--- src/rtl/muxbus_memsel.sv ---
module muxbus_memsel (
  input  logic       clk,
  input  logic       rst_n,
  input  logic       ale,
  input  logic       rd_n,
  input  logic [7:0] a_hi,
  input  logic [7:0] ad_i,
  output logic [7:0] ad_o,
  output logic       ad_oe,
  output logic       ce_rom0_n,
  output logic       ce_rom1_n,
  output logic       ce_ram_n,
  output logic       oe_n
);

  localparam logic [3:0] ROM0_TAG = 4'h0;
  localparam logic [3:0] ROM1_TAG = 4'h4;
  localparam logic [4:0] RAM_TAG  = 5'b00100;

  logic [7:0]  lat;
  logic [15:0] addr;

  always_ff @(posedge clk or negedge rst_n)
    if (!rst_n)   lat <= 8'h00;
    else if (ale) lat <= ad_i;

  assign addr = {a_hi, lat};

  assign ce_rom0_n = !(addr[15:12] == ROM0_TAG);
  assign ce_rom1_n = !(addr[15:12] == ROM1_TAG);
  assign ce_ram_n  = !(addr[15:11] == RAM_TAG);
  assign oe_n      = rd_n;

  function automatic logic [7:0] rom0_byte(input logic [11:0] o);
    return o[7:0] ^ {o[11:8], o[11:8]};
  endfunction

  function automatic logic [7:0] rom1_byte(input logic [11:0] o);
    return ~o[7:0] ^ {4'h0, o[11:8]};
  endfunction

  function automatic logic [7:0] ram_byte(input logic [10:0] o);
    return (o[7:0] ^ 8'h5A) + {5'b0, o[10:8]};
  endfunction

  always_comb begin
    ad_o = 8'h00;
    if (!ce_rom0_n)      ad_o = rom0_byte(addr[11:0]);
    else if (!ce_rom1_n) ad_o = rom1_byte(addr[11:0]);
    else if (!ce_ram_n)  ad_o = ram_byte(addr[10:0]);
  end

  assign ad_oe = !rd_n && !(ce_rom0_n && ce_rom1_n && ce_ram_n);

endmodule


--- config.mk ---
export PLATFORM = sky130hd
export DESIGN_NAME = muxbus_memsel
export DESIGN_NICKNAME = d
export VERILOG_FILES = /design/src/rtl/muxbus_memsel.sv
export SDC_FILE = /design/constraint.sdc
export NUM_CORES = 1
export LEC_CHECK = 0
export BUFFER_PORTS_ARGS = -buffer_cell sky130_fd_sc_hd__buf_2
export CAP_MARGIN = 20
export CORE_MARGIN = 10
export CORE_UTILIZATION = 40
export DETAILED_ROUTE_END_ITERATION = 10
export GPL_TIMING_DRIVEN = 0
export PLACE_DENSITY = 0.69
export SLEW_MARGIN = 25
export SYNTH_ARGS = -nofsm -noshare
export SYNTH_HDL_FRONTEND = slang
export SYNTH_SLANG_ARGS = --single-unit
--- constraint.sdc ---
create_clock -name clk -period 4.4 [get_ports clk]
set_input_delay 0.44 -clock clk [delete_from_list [all_inputs] [get_ports clk]]
set_output_delay 0.44 -clock clk [all_outputs]
set_load 0.02 [all_outputs]
=== Word-level counts from Yosys, hierarchy flattened ===
Index checks and enable logic that the tools add are counted.

* Bits in registers: 8
* Bits in latches: 0
* RAM bits: 0
* Bits in read-only memories: 0
* Input bits: 20
* Output and inout port bits: 13
* Logic and storage cells: 20
* Memories kept: 0

* Add/subtract/negate cells: 1
* Multiply operators: 0
* Div/mod/pow operators: 0
* Order comparisons: 0
* Eq/ne operators: 2
* Shift operators: 0
* Muxes and demuxes: 3
* Bitwise gates (word level): 4
* Reductions and logical operators: 9

{| class="wikitable"
|+ Operators with widths
! operator !! number
|-
| $mux W8 || 3
|-
| $add A8 B3 Y8 || 1
|-
| $not A8 Y8 || 1
|-
| $xor A8 B4 Y8 || 1
|-
| $xor A8 B8 Y8 || 1
|-
| $eq A5 B3 Y1 const B || 1
|-
| $logic_not A1 Y1 || 5
|-
| $eq A4 B3 Y1 const B || 1
|-
| $logic_not A4 Y1 || 1
|-
| $not A4 Y4 || 1
|-
| $logic_and A1 B1 Y1 || 3
|}

=== Depth between registers and ports, before layout ===
Gate-level depths: netlist (run 1).

* Depth in word-level cells: 6
* Depth in mapped cells: 7
* Gate-level depth less buffers: 7

=== Worst setup path after synthesis (run 1) ===
Ideal clock, no wire load.

* Kind: input to output
* Start: input a_hi[1]
* End: output ad_o[7]
* Arrival: 1.940 ns
* Required time: 3.960 ns
* Path slack: 2.020 ns
* Cell stages on the path: 5
* Buffers on the path: 0
* Cells stage by stage: ha_1 a211oi_1 or4_4 o311a_1 o31a_1

* Cells in the longest elaborated chain, start to end: 4

{| class="wikitable"
|+ Ends and longest elaborated chain
! element !! RTL line !! RTL
|-
| start, declared || 6 || <nowiki>input logic [7:0] a_hi,</nowiki>
|-
| $add A8 B3 Y8 || 43 || <nowiki>return (o[7:0] ^ 8'h5A) + {5'b0, o[10:8]};</nowiki>
|-
| $mux W8 || 50 || <nowiki>else if (!ce_ram_n) ad_o = ram_byte(addr[10:0]);</nowiki>
|-
| $mux W8 || 49 || <nowiki>else if (!ce_rom1_n) ad_o = rom1_byte(addr[11:0]);</nowiki>
|-
| $mux W8 || 48 || <nowiki>if (!ce_rom0_n) ad_o = rom0_byte(addr[11:0]);</nowiki>
|-
| end, declared || 8 || <nowiki>output logic [7:0] ad_o,</nowiki>
|}

No other way between the ends.

=== Worst setup path in the final report (run 1) ===
* Start: register lat[1]
* End: output ad_o[7]

* Cells in the longest elaborated chain, start to end: 5

{| class="wikitable"
|+ Ends and longest elaborated chain
! element !! RTL line !! RTL
|-
| start, declared || 20 || <nowiki>logic [7:0] lat;</nowiki>
|-
| start signal, assigned || 25 || <nowiki>else if (ale) lat <= ad_i;</nowiki>
|-
| $not A4 Y4 (no line) || -- ||
|-
| $add A8 B3 Y8 || 43 ||
|-
| $mux W8 || 50 ||
|-
| $mux W8 || 49 ||
|-
| $mux W8 || 48 ||
|}

No other way between the ends.

==> summary.md, run 1 <==
| Metric | Value |
|---|---|
| Min-delay worst type | `in -> async` |
| Die Footprint | `0.00389 mm^2` |
| Clk sinks | `8` |
| Register name with the most flops | `lat` |
| Via count | `roughly 720` |
| Input/output buffers | `30` |
| M3 GR Usage | `0.0394` |
| Post-synth top area share | `0.279` |
| EDFF count, synth | `0` |
| Most numerous cell in the Yosys netlist | `nor2_1` |
| Final setup violation count | `0` |
| Layout area overhead | `28.4%` |
| Grt met2 use | `0.165` |
| Width of the die | `62.4 um` |
| Gpl congestion | `around 0.81` |
| First-pass GRT wire length | `3.43 mm` |
| FF-to-FF Start | `lat[3]` |
| Synth cell types | `35` |
| Max Fanout on Critical Path | `4` |
| Io pins | `33` |
| Place WS | `approximately 1.8 ns` |
| Root buf cell | `clkbuf_4` |
| Antenna Violating Nets Remaining | `0` |
| Clock buffer depth | `2` |
| Latest clock arrival within the worst-skew pair | `around 0.25 ns` |
| Syn_nets | `110` |
| Post-synth top cells | `nor2_1, dfrtp_1, nand2_1` |
| Seq/Total Area, Yosys | `0.279` |
| Congestion Overflow GR | `0` |
| CTS Buf Count | `3` |
| Final std cells w/o fill | `about 140` |
| Synth Instances | `between 80 and 90` |
| Peak Freq | `~360 MHz` |
| H-tree depth | `1` |
| Wirelength per Cell | `between 10 and 15 um` |
| Worst path bufs/invs | `2` |
| Slew @ Worst Pin | `~0.76 ns` |
| CTS tree | `done` |
| ANT cells | `0` |
| Busiest grt layer | `met2` |
| Yosys reg bits | `8` |
| Placed insts | `141` |
| Die height | `62.4 um` |
| Drt initial violations | `7` |
| Pwr/cell area | `249 mW/mm^2` |
| CP endpoint kind | `primary output` |
| Hpwl dp | `between 1.5 and 2 mm` |
| R2R Setup Slk | `~3.6 ns` |
| Initial antenna violation count | `0` |
| Top FF cell, synth | `dfrtp_1` |
| Leakage power | `0.426 nW` |
| Cell Rows | `15` |
| Setup repair bufs after CTS | `0` |
| Min Tclk post-route | `~2.8 ns` |
| Mean Syn Cell Area | `8.35 um^2` |
| Final Hold Viols | `0` |
| Final hold slack | `about 0.02 ns` |
| Worst EP arrival | `between 2 and 2.5 ns` |
| Final Cycle Share | `0.631` |
| Worst clock skew | `0 ns` |
| Post_cts resized | `0` |
| Largest regs | `lat x8` |
| Vias in the first global route | `roughly 790` |
| Synth area leader | `dfrtp_1` |
| WS Path Type | `reg -> out` |
| Worst rel slew slack | `0.486` |
| Synth area leaders | `dfrtp_1, mux2_2, nor2_1, ha_1, nand2_1` |
| CP max stage delay | `around 0.51 ns` |
| Worst setup path startpoint | `lat[1]` |
| Initial core utilization | `0.421` |
| CP max stage cell | `or4_4` |
| First-pass DRT Iterations | `4` |
| Total GRT Usage | `0.104` |
| RSZ-0062 raised after global routing | `false` |
| Met1 Track Usage GR | `0.121` |
| # DRC | `0` |
| Core area | `between 0.0015 and 0.002 mm^2` |
| Synth Warn # | `0` |
| Vias/cell | `between 5 and 6` |
| CTS Hold Buffers Added | `0` |
| Pin count of the biggest net entering global routing | `11` |
| Crit-path cells | `inv_1 -> ha_1 -> a211oi_1 -> or4_4 -> o311a_1 -> o31a_1 -> buf_2` |
| Worst R2R End | `lat[3]` |
| Max FFs per register | `8` |
| TNS Setup | `0 ns` |
| Post-route core utilization | `0.540` |
| Max Cap Viol | `0` |
| Outcome | `finished, final reports clean` |
| Largest delay share family, worst path | `compound AO/OA/AOI/OAI gates` |
| Layout cells sized above 1 | `0.378` |
| CTS clk-pin slew, worst paths | `~0.05 ns` |
| Nets | `approximately 150` |
| Syn Std Cell Area | `just over 700 um^2` |
| R2R depth | `1` |
| CP Launch Type | `flop` |
| Required time of the worst setup path | `3.96 ns` |
| Max IR drop VDD | `between 100 and 150 uV` |
| Critical Path Stages | `7` |
| Final Max Slew Viols | `0` |
| DRT Wirelength | `2.02 mm` |
| Asr flop ratio synth | `1.00` |
| Final worst slack | `roughly 1.6 ns` |
-- cell families (layout without fill, tap and decap cells) --
kind of cell,count (synthesis),count (layout),share of synthesized area
buffers and inverters,9,42,0.0540
and+or+nand+nor,34,34,0.239
DFF,8,8,0.279
muxes,7,7,0.110
AOI/OAI and AO/OA,20,20,0.190
xor gates and xnor gates,4,4,0.0488
adders and majority gates,4,4,0.0801
-- area by class of cell --
type / count / area (um^2)
Buffer: 4 / 20.0
Timing Repair Buffer: 30 / 150
Sequential cell: 8 / 200
Tap cell: 25 / 31.3
Multi-Input combinational cell: 69 / 479
Fill cell: 169 / 786
Clock buffer: 3 / 22.5
Inverter: 5 / 18.8
-- per-layer routing --
metal / routed length [um] / vias up
met4: 13 / 0
li1: - / 371
met1: 948 / 324
met5: 0 / -
met3: 162 / 2
met2: 891 / 27
-- how the worst max path moves through the flow --
stage                     endpoint  slack (ns)
after floorplan            ad_o[7]        2.02
after global placement     ad_o[7]        1.78
after detailed placement   ad_o[7]        1.75
after CTS                  ad_o[7]        1.61
after global routing       ad_o[7]        1.52
final                      ad_o[7]        1.62
-- cells in the final DEF, fill, tap and decap left out, drive strengths merged --
master / instances
o21ai: 5
mux2: 7
xor2: 3
dfrtp: 8
a32oi: 1
fa: 1
a22oi: 2
o31a: 2
clkbuf: 5
nand2: 8
ha: 3
nand2b: 3
nor4: 1
inv: 5
buf: 32
or3: 1
nand3: 1
or4: 1
nand4b: 1
nor3: 1
and3: 1
a2bb2oi: 2
a31oi: 1
o311a: 1
a211oi: 1
nor2b: 1
o21bai: 1
o22ai: 1
nand3b: 1
a21oi: 3
xnor2: 1
nor2: 14
-- stage by stage --
step | power, mW | area [um^2]
finish | 0.230 | 922
floorplan | 0.147 | 718
CTS | 0.234 | 922
global placement | 0.174 | 900
detailed placement | 0.178 | 900
global route | 0.248 | 922
-- report_power, final --
part | total [mW] | switching [mW] | internal (mW)
clock network | 0.0543 | 0.0232 | 0.0311
logic | 0.0867 | 0.0481 | 0.0386
registers | 0.0889 | 0.00794 | 0.0809
total | 0.230 | 0.0793 | 0.151
Note: power is estimated with default switching activity, not from simulation.
==> run 2, diff against run 1 <==
==> constraint.sdc (replaced) <==
create_clock -name clk -period 2.8 [get_ports clk]
set_input_delay 0.28 -clock clk [delete_from_list [all_inputs] [get_ports clk]]
set_output_delay 0.28 -clock clk [all_outputs]
set_load 0.02 [all_outputs]
==> summary.md, run 2 (same netlist as run 1, synthesis figures left out) <==
| Metric | Value |
|---|---|
| Pin count of the biggest net entering global routing | `11` |
| Width of the die | `62.4 um` |
| Drt initial violations | `7` |
| Gpl congestion | `approximately 0.81` |
| FF-to-FF Start | `lat[3]` |
| Core area | `approximately 0.0017 mm^2` |
| H-tree depth | `1` |
| ANT cells | `0` |
| Total GRT Usage | `0.105` |
| Hold path cells | `3` |
| Clock buffer depth | `2` |
| DRT Wirelength | `a little over 2 mm` |
| Io pins | `33` |
| Final Cycle Share | `0.934` |
| Outcome | `finished, final reports clean` |
| Worst path bufs/invs | `2` |
| Worst rel slew slack | `0.486` |
| Commonest non-fill, non-tap cell in the layout | `buf_2` |
| Initial core utilization | `0.421` |
| CTS Buf Count | `3` |
| Reg power frac | `0.385` |
| Via count | `728` |
| Hold wc startpoint | `ad_i[1]` |
| Max Cap Viol | `0` |
| Sw Ratio | `0.344` |
| CP endpoint kind | `primary output` |
| First-pass DRT Iterations | `4` |
| Initial antenna violation count | `0` |
| CTS clk-pin slew, worst paths | `about 0.05 ns` |
| Clk sinks | `8` |
| Min Tclk post-route | `roughly 2.6 ns` |
| Max FFs per register | `8` |
| Antenna Violating Nets Remaining | `0` |
| Nets | `approximately 150` |
| Final std cells w/o fill | `approximately 150` |
| Sw power | `between 0.1 and 0.15 mW` |
| Slew @ Worst Pin | `approximately 0.76 ns` |
| Peak Freq | `around 380 MHz` |
| Input/output buffers | `30` |
| Internal | `0.238 mW` |
| Worst clock skew | `0 ns` |
| Wirelength per Cell | `around 14 um` |
| Min-delay worst type | `in -> reg` |
| WS Path Type | `reg -> out` |
| Die height | `about 62 um` |
| Commonest cells after routing, fill and taps aside | `buf_2, nor2_1, nand2_1, dfrtp_1, mux2_2` |
| Hold EP | `lat[1]` |
| Hpwl dp | `1.69 mm` |
| CP Launch Type | `flop` |
| CP max stage cell | `or4_4` |
| Required time of the worst setup path | `approximately 2.5 ns` |
| Vias/cell | `approximately 5` |
| Latest clock arrival within the worst-skew pair | `between 0.2 and 0.3 ns` |
| Post_cts resized | `0` |
| Final Max Slew Viols | `0` |
| Largest regs | `lat x8` |
| Cell Rows | `15` |
| Comb pwr share | `0.379` |
| Leakage power | `between 0.4 and 0.5 nW` |
| Worst EP arrival | `~2.3 ns` |
| # DRC | `0` |
| Root buf cell | `clkbuf_4` |
| Layout cells sized above 1 | `0.375` |
| Largest delay share family, worst path | `compound AO/OA/AOI/OAI gates` |
| Congestion Overflow GR | `0` |
| R2R Setup Slk | `between 1.5 and 2 ns` |
| Register name with the most flops | `lat` |
| Pwr/cell area | `between 300 and 400 mW/mm^2` |
| RSZ-0062 raised after global routing | `false` |
| Crit-path cells | `inv_1 -> ha_1 -> a211oi_1 -> or4_4 -> o311a_1 -> o31a_1 -> buf_2` |
| First-pass GRT wire length | `around 3.4 mm` |
| CP max stage delay | `~0.51 ns` |
| Placed insts | `roughly 140` |
| Final setup violation count | `0` |
| Max IR drop VDD | `between 200 and 250 uV` |
| CTS tree | `done` |
| R2R depth | `1` |
| Setup repair bufs after CTS | `0` |
| Clock network power share | `0.236` |
| Max Fanout on Critical Path | `4` |
| Worst R2R End | `lat[3]` |
| Final Hold Viols | `0` |
| Vias in the first global route | `794` |
| Layout area overhead | `29.8%` |
| Die Footprint | `0.00389 mm^2` |
| TNS Setup | `0 ns` |
## run 2: cell types whose count changed in the layout (fill, tap and decap cells not counted), sizes merged
cell         previous run  this run
dlygate4sd3             0         1
## run 2: repair_timing
| action | in CTS | in global routing |
|---|---|---|
| hold endpoints to repair | 8 | 0 |
| hold buffers | 1 | 0 |
| endpoints found under the setup margin | 0 | 0 |
## run 2: worst max path at each step
stage / startpoint / end / slack [ns] / cells after the start
after floorplan: lat[1] / ad_o[7] / 0.62 / 6
after CTS: lat[1] / ad_o[7] / 0.17 / 7
final: lat[1] / ad_o[7] / 0.18 / 7
after global routing: lat[1] / ad_o[7] / 0.08 / 7
after detailed placement: lat[1] / ad_o[7] / 0.45 / 7
after global placement: lat[1] / ad_o[7] / 0.48 / 7
## run 2: cell type report
cell class	count	area (um^2)
buffer	4	20.0
clock buffer	3	22.5
fill	168	776
inverter	5	18.8
multi-input combinational	69	479
sequential	8	200
tap	25	31.3
timing repair buffer	31	160
## run 2: per-layer routing
metal,routed length (um),vias to the layer above,GRT usage
li1,-,373,-
met1,945,326,0.121
met2,895,27,0.167
met3,162,2,0.0394
met5,0,-,0
met4,13,0,0.0475
## run 2: per-stage QoR
| stage | power (mW) | instance area (um^2) | worst slack (ns) | hold WS [ns] | utilization |
|---|---|---|---|---|---|
| global route | 0.390 | 932 | 0.0763 | 0.251 | 0.546 |
| floorplan | 0.231 | 718 | 0.616 | -0.0156 | - |
| finish | 0.362 | 932 | 0.184 | 0.238 | 0.546 |
| global placement | 0.274 | 900 | 0.484 | 0.128 | 0.527 |
| CTS | 0.369 | 932 | 0.172 | 0.233 | 0.546 |
| detailed placement | 0.279 | 900 | 0.450 | 0.133 | 0.527 |
## run 2: power by group through the flow
stage | clock, mW | combinational (mW) | sequential, mW
after CTS | 0.0898 | 0.139 | 0.140
after floorplan | 0 | 0.0935 | 0.137
final | 0.0854 | 0.137 | 0.140
after global routing | 0.0941 | 0.154 | 0.142
after detailed placement | 0 | 0.138 | 0.142
after global placement | 0 | 0.133 | 0.141
